## config.mk

```make
export PLATFORM = sky130hd
export DESIGN_NAME = rotor_cipher
export DESIGN_NICKNAME = d
export VERILOG_FILES = /design/src/rtl/cipher_pkg.sv /design/src/rtl/rotor_map.sv /design/src/rtl/rotor_stepper.sv /design/src/rtl/rotor_cipher.sv
export SDC_FILE = /design/constraint.sdc
export NUM_CORES = 1
export LEC_CHECK = 0
export ABC_AREA = 1
export BUFFER_PORTS_ARGS = -buffer_cell sky130_fd_sc_hd__buf_2
export CELL_PAD_IN_SITES_DETAIL_PLACEMENT = 1
export CELL_PAD_IN_SITES_GLOBAL_PLACEMENT = 2
export CORE_MARGIN = 1.5
export CORE_UTILIZATION = 30
export CTS_CLUSTER_DIAMETER = 120
export DETAILED_ROUTE_END_ITERATION = 16
export PLACE_DENSITY = 0.88
export RECOVER_POWER = 25
export SKIP_CTS_REPAIR_TIMING = 1
export SLEW_MARGIN = 20
export SYNTH_ARGS = -nofsm -noshare
export SYNTH_HDL_FRONTEND = slang
export SYNTH_SLANG_ARGS = --single-unit
```

## constraint.sdc

```tcl
create_clock -name clk -period 7.1 [get_ports clk]
set_input_delay 0.355 -clock clk [delete_from_list [all_inputs] [get_ports clk]]
set_output_delay 0.355 -clock clk [all_outputs]
set_load 0.01 [all_outputs]
```

## src/rtl/cipher_pkg.sv

```systemverilog
package cipher_pkg;
  localparam int unsigned LW     = 5;
  localparam int unsigned TW     = 3;
  localparam int unsigned NLET   = 26;
  localparam int unsigned NTYPES = 5;

  typedef enum logic [1:0] {MAP_FWD, MAP_REFL, MAP_BWD} map_mode_e;

  localparam logic [8*NLET-1:0] ROW_T0  = "EKMFLGDQVZNTOWYHXUSPAIBRCJ";
  localparam logic [8*NLET-1:0] ROW_T1  = "AJDKSIRUXBLHWTMCQGZNPYFVOE";
  localparam logic [8*NLET-1:0] ROW_T2  = "BDFHJLCPRTXVZNYEIWGAKMUSQO";
  localparam logic [8*NLET-1:0] ROW_T3  = "ESOVPZJAYQUIRHXLNFTGKDCMWB";
  localparam logic [8*NLET-1:0] ROW_T4  = "VZBRGITYUPSDNHLXAWMKJQOFEC";
  localparam logic [8*NLET-1:0] ROW_REF = "YRUHQSLDPXNGOKMIEBFZCWVJAT";

  function automatic logic [LW-1:0] add26(input logic [LW-1:0] a, input logic [LW-1:0] b);
    logic [LW:0] s;
    s = {1'b0, a} + {1'b0, b};
    return (s >= (LW+1)'(NLET)) ? LW'(s - (LW+1)'(NLET)) : LW'(s);
  endfunction

  function automatic logic [LW-1:0] sub26(input logic [LW-1:0] a, input logic [LW-1:0] b);
    return (a >= b) ? LW'(a - b) : LW'(a + LW'(NLET) - b);
  endfunction

  function automatic logic [LW-1:0] pick(input logic [8*NLET-1:0] row, input logic [LW-1:0] x);
    logic [7:0] c;
    if (x >= LW'(NLET)) return x;
    c = row[8*(NLET-1-int'(x)) +: 8];
    return LW'(c - 8'd65);
  endfunction

  function automatic logic [LW-1:0] wire_fwd(input logic [TW-1:0] t, input logic [LW-1:0] x);
    case (t)
      3'd0:    return pick(ROW_T0, x);
      3'd1:    return pick(ROW_T1, x);
      3'd2:    return pick(ROW_T2, x);
      3'd3:    return pick(ROW_T3, x);
      3'd4:    return pick(ROW_T4, x);
      default: return x;
    endcase
  endfunction

  function automatic logic [LW-1:0] wire_inv(input logic [TW-1:0] t, input logic [LW-1:0] x);
    logic [LW-1:0] r;
    r = x;
    for (int j = 0; j < int'(NLET); j++)
      if (wire_fwd(t, LW'(j)) == x) r = LW'(j);
    return r;
  endfunction

  function automatic logic [LW-1:0] reflect(input logic [LW-1:0] x);
    return pick(ROW_REF, x);
  endfunction

  function automatic logic [LW-1:0] notch_of(input logic [TW-1:0] t);
    case (t)
      3'd0:    return 5'd16;
      3'd1:    return 5'd4;
      3'd2:    return 5'd21;
      3'd3:    return 5'd9;
      default: return 5'd25;
    endcase
  endfunction
endpackage

```

## src/rtl/rotor_map.sv

```systemverilog
module rotor_map
  import cipher_pkg::*;
(
  input  logic [LW-1:0] x,
  input  logic [TW-1:0] rtype,
  input  logic [LW-1:0] pos,
  input  logic [LW-1:0] ring,
  input  map_mode_e     mode,
  output logic [LW-1:0] y
);
  logic [LW-1:0] shift, entry, core;

  always_comb begin
    shift = sub26(pos, ring);
    entry = add26(x, shift);
    core  = (mode == MAP_BWD) ? wire_inv(rtype, entry) : wire_fwd(rtype, entry);
    y     = (mode == MAP_REFL) ? reflect(x) : sub26(core, shift);
  end
endmodule

```

## src/rtl/rotor_stepper.sv

```systemverilog
module rotor_stepper
  import cipher_pkg::*;
#(
  parameter int unsigned NSLOT = 3
) (
  input  logic [NSLOT-1:0][TW-1:0] typ,
  input  logic [NSLOT-1:0][LW-1:0] pos,
  output logic [NSLOT-1:0][LW-1:0] pos_nxt
);
  logic [NSLOT-1:0] at_notch, advance;

  for (genvar k = 0; k < NSLOT; k++) begin : g_slot
    assign at_notch[k] = (pos[k] == notch_of(typ[k]));
    if (k == 0) begin : g_right
      assign advance[k] = 1'b1;
    end else if (k == NSLOT-1) begin : g_left
      assign advance[k] = at_notch[k-1];
    end else begin : g_mid
      assign advance[k] = at_notch[k-1] | at_notch[k];
    end
    assign pos_nxt[k] = advance[k] ? add26(pos[k], LW'(1)) : pos[k];
  end
endmodule

```

## src/rtl/rotor_cipher.sv

```systemverilog
module rotor_cipher
  import cipher_pkg::*;
#(
  parameter int unsigned NSLOT = 3
) (
  input  logic                clk,
  input  logic                rst_n,
  input  logic                start_i,
  input  logic [LW-1:0]       letter_i,
  input  logic                cfg_load_i,
  input  logic [NSLOT*TW-1:0] type_i,
  input  logic [NSLOT*LW-1:0] ring_i,
  input  logic [NSLOT*LW-1:0] pos_i,
  output logic                busy_o,
  output logic                done_o,
  output logic [LW-1:0]       result_o,
  output logic [NSLOT*LW-1:0] pos_o
);
  localparam int unsigned NPASS = 2*NSLOT + 1;
  localparam int unsigned PW    = $clog2(NPASS);
  localparam int unsigned SW    = (NSLOT > 1) ? $clog2(NSLOT) : 1;

  logic [NSLOT-1:0][TW-1:0] typ_q;
  logic [NSLOT-1:0][LW-1:0] ring_q, pos_q, pos_step;
  logic                     busy_q, done_q;
  logic [PW-1:0]            pass_q;
  logic [LW-1:0]            work_q, result_q, map_y;
  logic [SW-1:0]            sel;
  map_mode_e                mode;

  // named internal events
  logic start_acc, cfg_acc, last_pass;
  assign start_acc = start_i & ~busy_q & ~cfg_load_i;
  assign cfg_acc   = cfg_load_i & ~busy_q;
  assign last_pass = busy_q & (pass_q == PW'(NPASS-1));

  always_comb begin
    if (pass_q < PW'(NSLOT)) begin
      sel  = SW'(pass_q);
      mode = MAP_FWD;
    end else if (pass_q == PW'(NSLOT)) begin
      sel  = '0;
      mode = MAP_REFL;
    end else begin
      sel  = SW'(PW'(NPASS-1) - pass_q);
      mode = MAP_BWD;
    end
  end

  rotor_map u_map (
    .x     (work_q),
    .rtype (typ_q[sel]),
    .pos   (pos_q[sel]),
    .ring  (ring_q[sel]),
    .mode  (mode),
    .y     (map_y)
  );

  rotor_stepper #(.NSLOT(NSLOT)) u_step (
    .typ     (typ_q),
    .pos     (pos_q),
    .pos_nxt (pos_step)
  );

  always_ff @(posedge clk or negedge rst_n) begin
    if (!rst_n) begin
      for (int k = 0; k < int'(NSLOT); k++) begin
        typ_q[k]  <= TW'(k % int'(NTYPES));
        ring_q[k] <= '0;
        pos_q[k]  <= '0;
      end
      busy_q   <= 1'b0;
      done_q   <= 1'b0;
      pass_q   <= '0;
      work_q   <= '0;
      result_q <= '0;
    end else begin
      done_q <= 1'b0;
      if (cfg_acc) begin
        for (int k = 0; k < int'(NSLOT); k++) begin
          typ_q[k]  <= type_i[k*TW +: TW];
          ring_q[k] <= ring_i[k*LW +: LW];
          pos_q[k]  <= pos_i[k*LW +: LW];
        end
      end else if (start_acc) begin
        pos_q  <= pos_step;
        work_q <= letter_i;
        pass_q <= '0;
        busy_q <= 1'b1;
      end
      if (busy_q) begin
        work_q <= map_y;
        pass_q <= pass_q + PW'(1);
        if (last_pass) begin
          busy_q   <= 1'b0;
          done_q   <= 1'b1;
          result_q <= map_y;
        end
      end
    end
  end

  assign busy_o   = busy_q;
  assign done_o   = done_q;
  assign result_o = result_q;
  for (genvar k = 0; k < NSLOT; k++) begin : g_pos_out
    assign pos_o[k*LW +: LW] = pos_q[k];
  end
endmodule

```

==> run metrics <==
area of the core approximately 28,000 µm²; Cells after Synth between 1,000 and 1,500; post-synthesis sequential area ratio 15.76%; Worst Setup Start Kind flip-flop; critical path type flip-flop to flip-flop; Starting Density 30.67%; HP Start ring_i[7]; top cell type by total area after synthesis nand2_1; CTS clock-pin slew for the worst setup and hold paths 0.08 ns; largest net degree at the start of global routing 55; Max Clk Rate 124.5 MHz; Mean Syn Cell Area 6.135 µm²; failing checks max-capacitance violations, max-slew violations, negative setup slack; Worst Path Arrival 8.22 ns; Synth Cell Area about 8600 µm²; Routed Antenna Nets 0; Max-Cap Viols 1; Max Slew Vio Count between 50 and 60; top cell type's share of synthesized area a little under a fifth; most used cell, CP ha_4; diode count 0; clk sink count 54; root buf cell clkbuf_16; crit-path max cell delay 0.46 ns; fin nets 1,820; RePlAce Congestion 0.9657; Least-Margin Pin Slew 2.989 ns; period utilization 113.1%; Final Hold Fails 0; RSZ-0062 raised after global routing yes; Starting DRT DRC Count 660; Worst path slowest cell dfrtp_2; Skew-Pair Late Insertion Delay 0.30 ns; antenna violations before repair 0; total negative slack -6.626 ns; filler cell count roughly 3,700; status finished, violations left; Synth Register Bits 54; synth cell count leaders 423 x nand2_1, 147 x inv_1, 134 x nor2_1, 103 x nand3_1, 89 x o21ai_0; P&R area growth vs syn 46.03%; DP Wirelength around 29,000 µm; reg2reg end result_o[3]; count leader, synth nand2_1; Seq. cell area approximately 1400 µm²; DR WL/cell 18.75 µm; FF-to-FF Start pass_q[0]; async set-reset flop share out of synthesis 100.0%; htree depth 2; Die Height about 170 µm; ys flop type dfrtp_1; number of CTS-inserted buffers 5; Ys Warns 0; Final setup viols 8; boundary pin count 70; Die Footprint 29,660 µm²; vias in the first global route about 11,000; number of port buffers 69; syn nets 1,503; crit path capture type flip-flop; TritonCTS clock tree built; setup slack after layout -0.9307 ns; Post-synth EDFFs 0; share of layout cells above drive strength 1 between 30% and 40%; GR Overflow Total 0; Slew headroom -99.23%; drt drc 0; total number of vias roughly 11,000; Post-Route WL 39,300 µm; Worst Path Max Fanout 8; worst clock skew about 0.012 ns; min cycle time layout between 8 and 9 ns; Worst Reg2Reg Path Length in Cells 54; hold path cells 3; first-pass GRT wire length between 50,000 and 60,000 µm; hold path endpoint ring_q[7]; maximum clock path buffer count 2; ranking of synthesized cells by area nand2_1 18%, dfrtp_1 15%, ha_1 7.0%; R2R Setup Slk -0.93 ns; CP required roughly 7.3 ns; Chip Width 172.2 µm; multi-input combinational cell area 7305 µm²; GRT Util Overall 24.31%; routed vias/inst ~5.2; Initial DRT Pass Iterations 5; Hold WC Path Type input port to flip-flop; row count slightly above 60; Netlist cell types 65
==> registers in the layout (all words and copies together), names as in the netlist <==
name,count
pass_q,3
busy_o,1
work_q,5
pos_o,15
ring_q,15
done_o,1
result_o,5
typ_q,9
==> metal layers <==
| metal | vias to the layer above | wire [µm] | global-route usage (%) |
|---|---|---|---|
| li1 | 5225 | - | - |
| met3 | 83 | 1695 | 1.946 |
| met2 | 304 | 19360 | 42.74 |
| met1 | 5371 | 16850 | 31.89 |
| met5 | - | 0 | 0 |
| met4 | 0 | 1388 | 6.427 |
==> how the worst max path moves through the flow <==
stage               startpoint           to  cells past startpoint  slack, ns
floorplan            pass_q[0]    work_q[2]                     59      -0.15
global placement     pass_q[0]    work_q[2]                     53      -1.07
detailed placement   pass_q[0]    work_q[2]                     53      -1.21
CTS                  pass_q[0]    work_q[2]                     54      -1.30
global route         pass_q[0]  result_o[3]                     58      -1.36
finish               pass_q[0]  result_o[3]                     54      -0.93
==> critical path, delay by kind of cell (launching register included) <==
family / cells / cell delay, ns
AOI/OAI and AO/OA: 9 / 1.58
xor gates and xnor gates: 1 / 0.19
adders and majority gates: 8 / 2.04
buffers and inverters: 11 / 1.24
DFF: 1 / 0.46
and+or+nand+nor: 25 / 2.39
==> layout by cell type, fill, tap and decap left out, types with 19 or more instances in the layout <==
cell,netlist,layout
a21oi_1,43,34
buf_2,5,69
buf_4,12,260
dfrtp_1,52,51
ha_1,48,26
ha_4,0,21
inv_1,147,128
inv_2,16,30
nand2_1,423,396
nand2_2,26,43
nand3_1,103,91
nand4_1,21,21
nor2_1,134,114
nor2_2,8,19
o21ai_0,89,68
o21ai_1,17,26
xor2_1,39,38
==> cell families after synthesis <==
logic type	synth area share [%]
flip-flops	15.76
buffers and inverters	10.39
AO/OA/AOI/OAI	16.04
adder cells (fa/ha/maj)	8.623
AND/OR/NAND/NOR	42.35
multiplexers	0.3642
XOR/XNOR	6.482
==> area by class of cell <==
type	count	share of cell area [%]
multi-input cells	1138	58.23
repair buffers	352	20.85
flip-flops and latches	54	10.80
inverters	166	5.137
well taps	378	3.771
clock buffers	7	1.137
clock inverters	1	0.06983
==> through the flow <==
step,hold slack [ns],setup slack [ns],area [µm²],utilization [%],std cells
3_5_place_dp,0.4702,-1.207,11110,39.68,2039
4_1_cts,0.2166,-1.300,11270,40.22,2047
6_report,0.2455,-0.9307,12540,44.78,2096
5_1_grt,0.2573,-1.356,12540,44.78,2096
2_1_floorplan,0.05941,-0.1481,8762,-,1400
3_3_place_gp,0.4678,-1.067,11110,39.68,2039
Power is not shown: default switching activity piles up to over one toggle a cycle in this logic, so the estimate is an artifact.
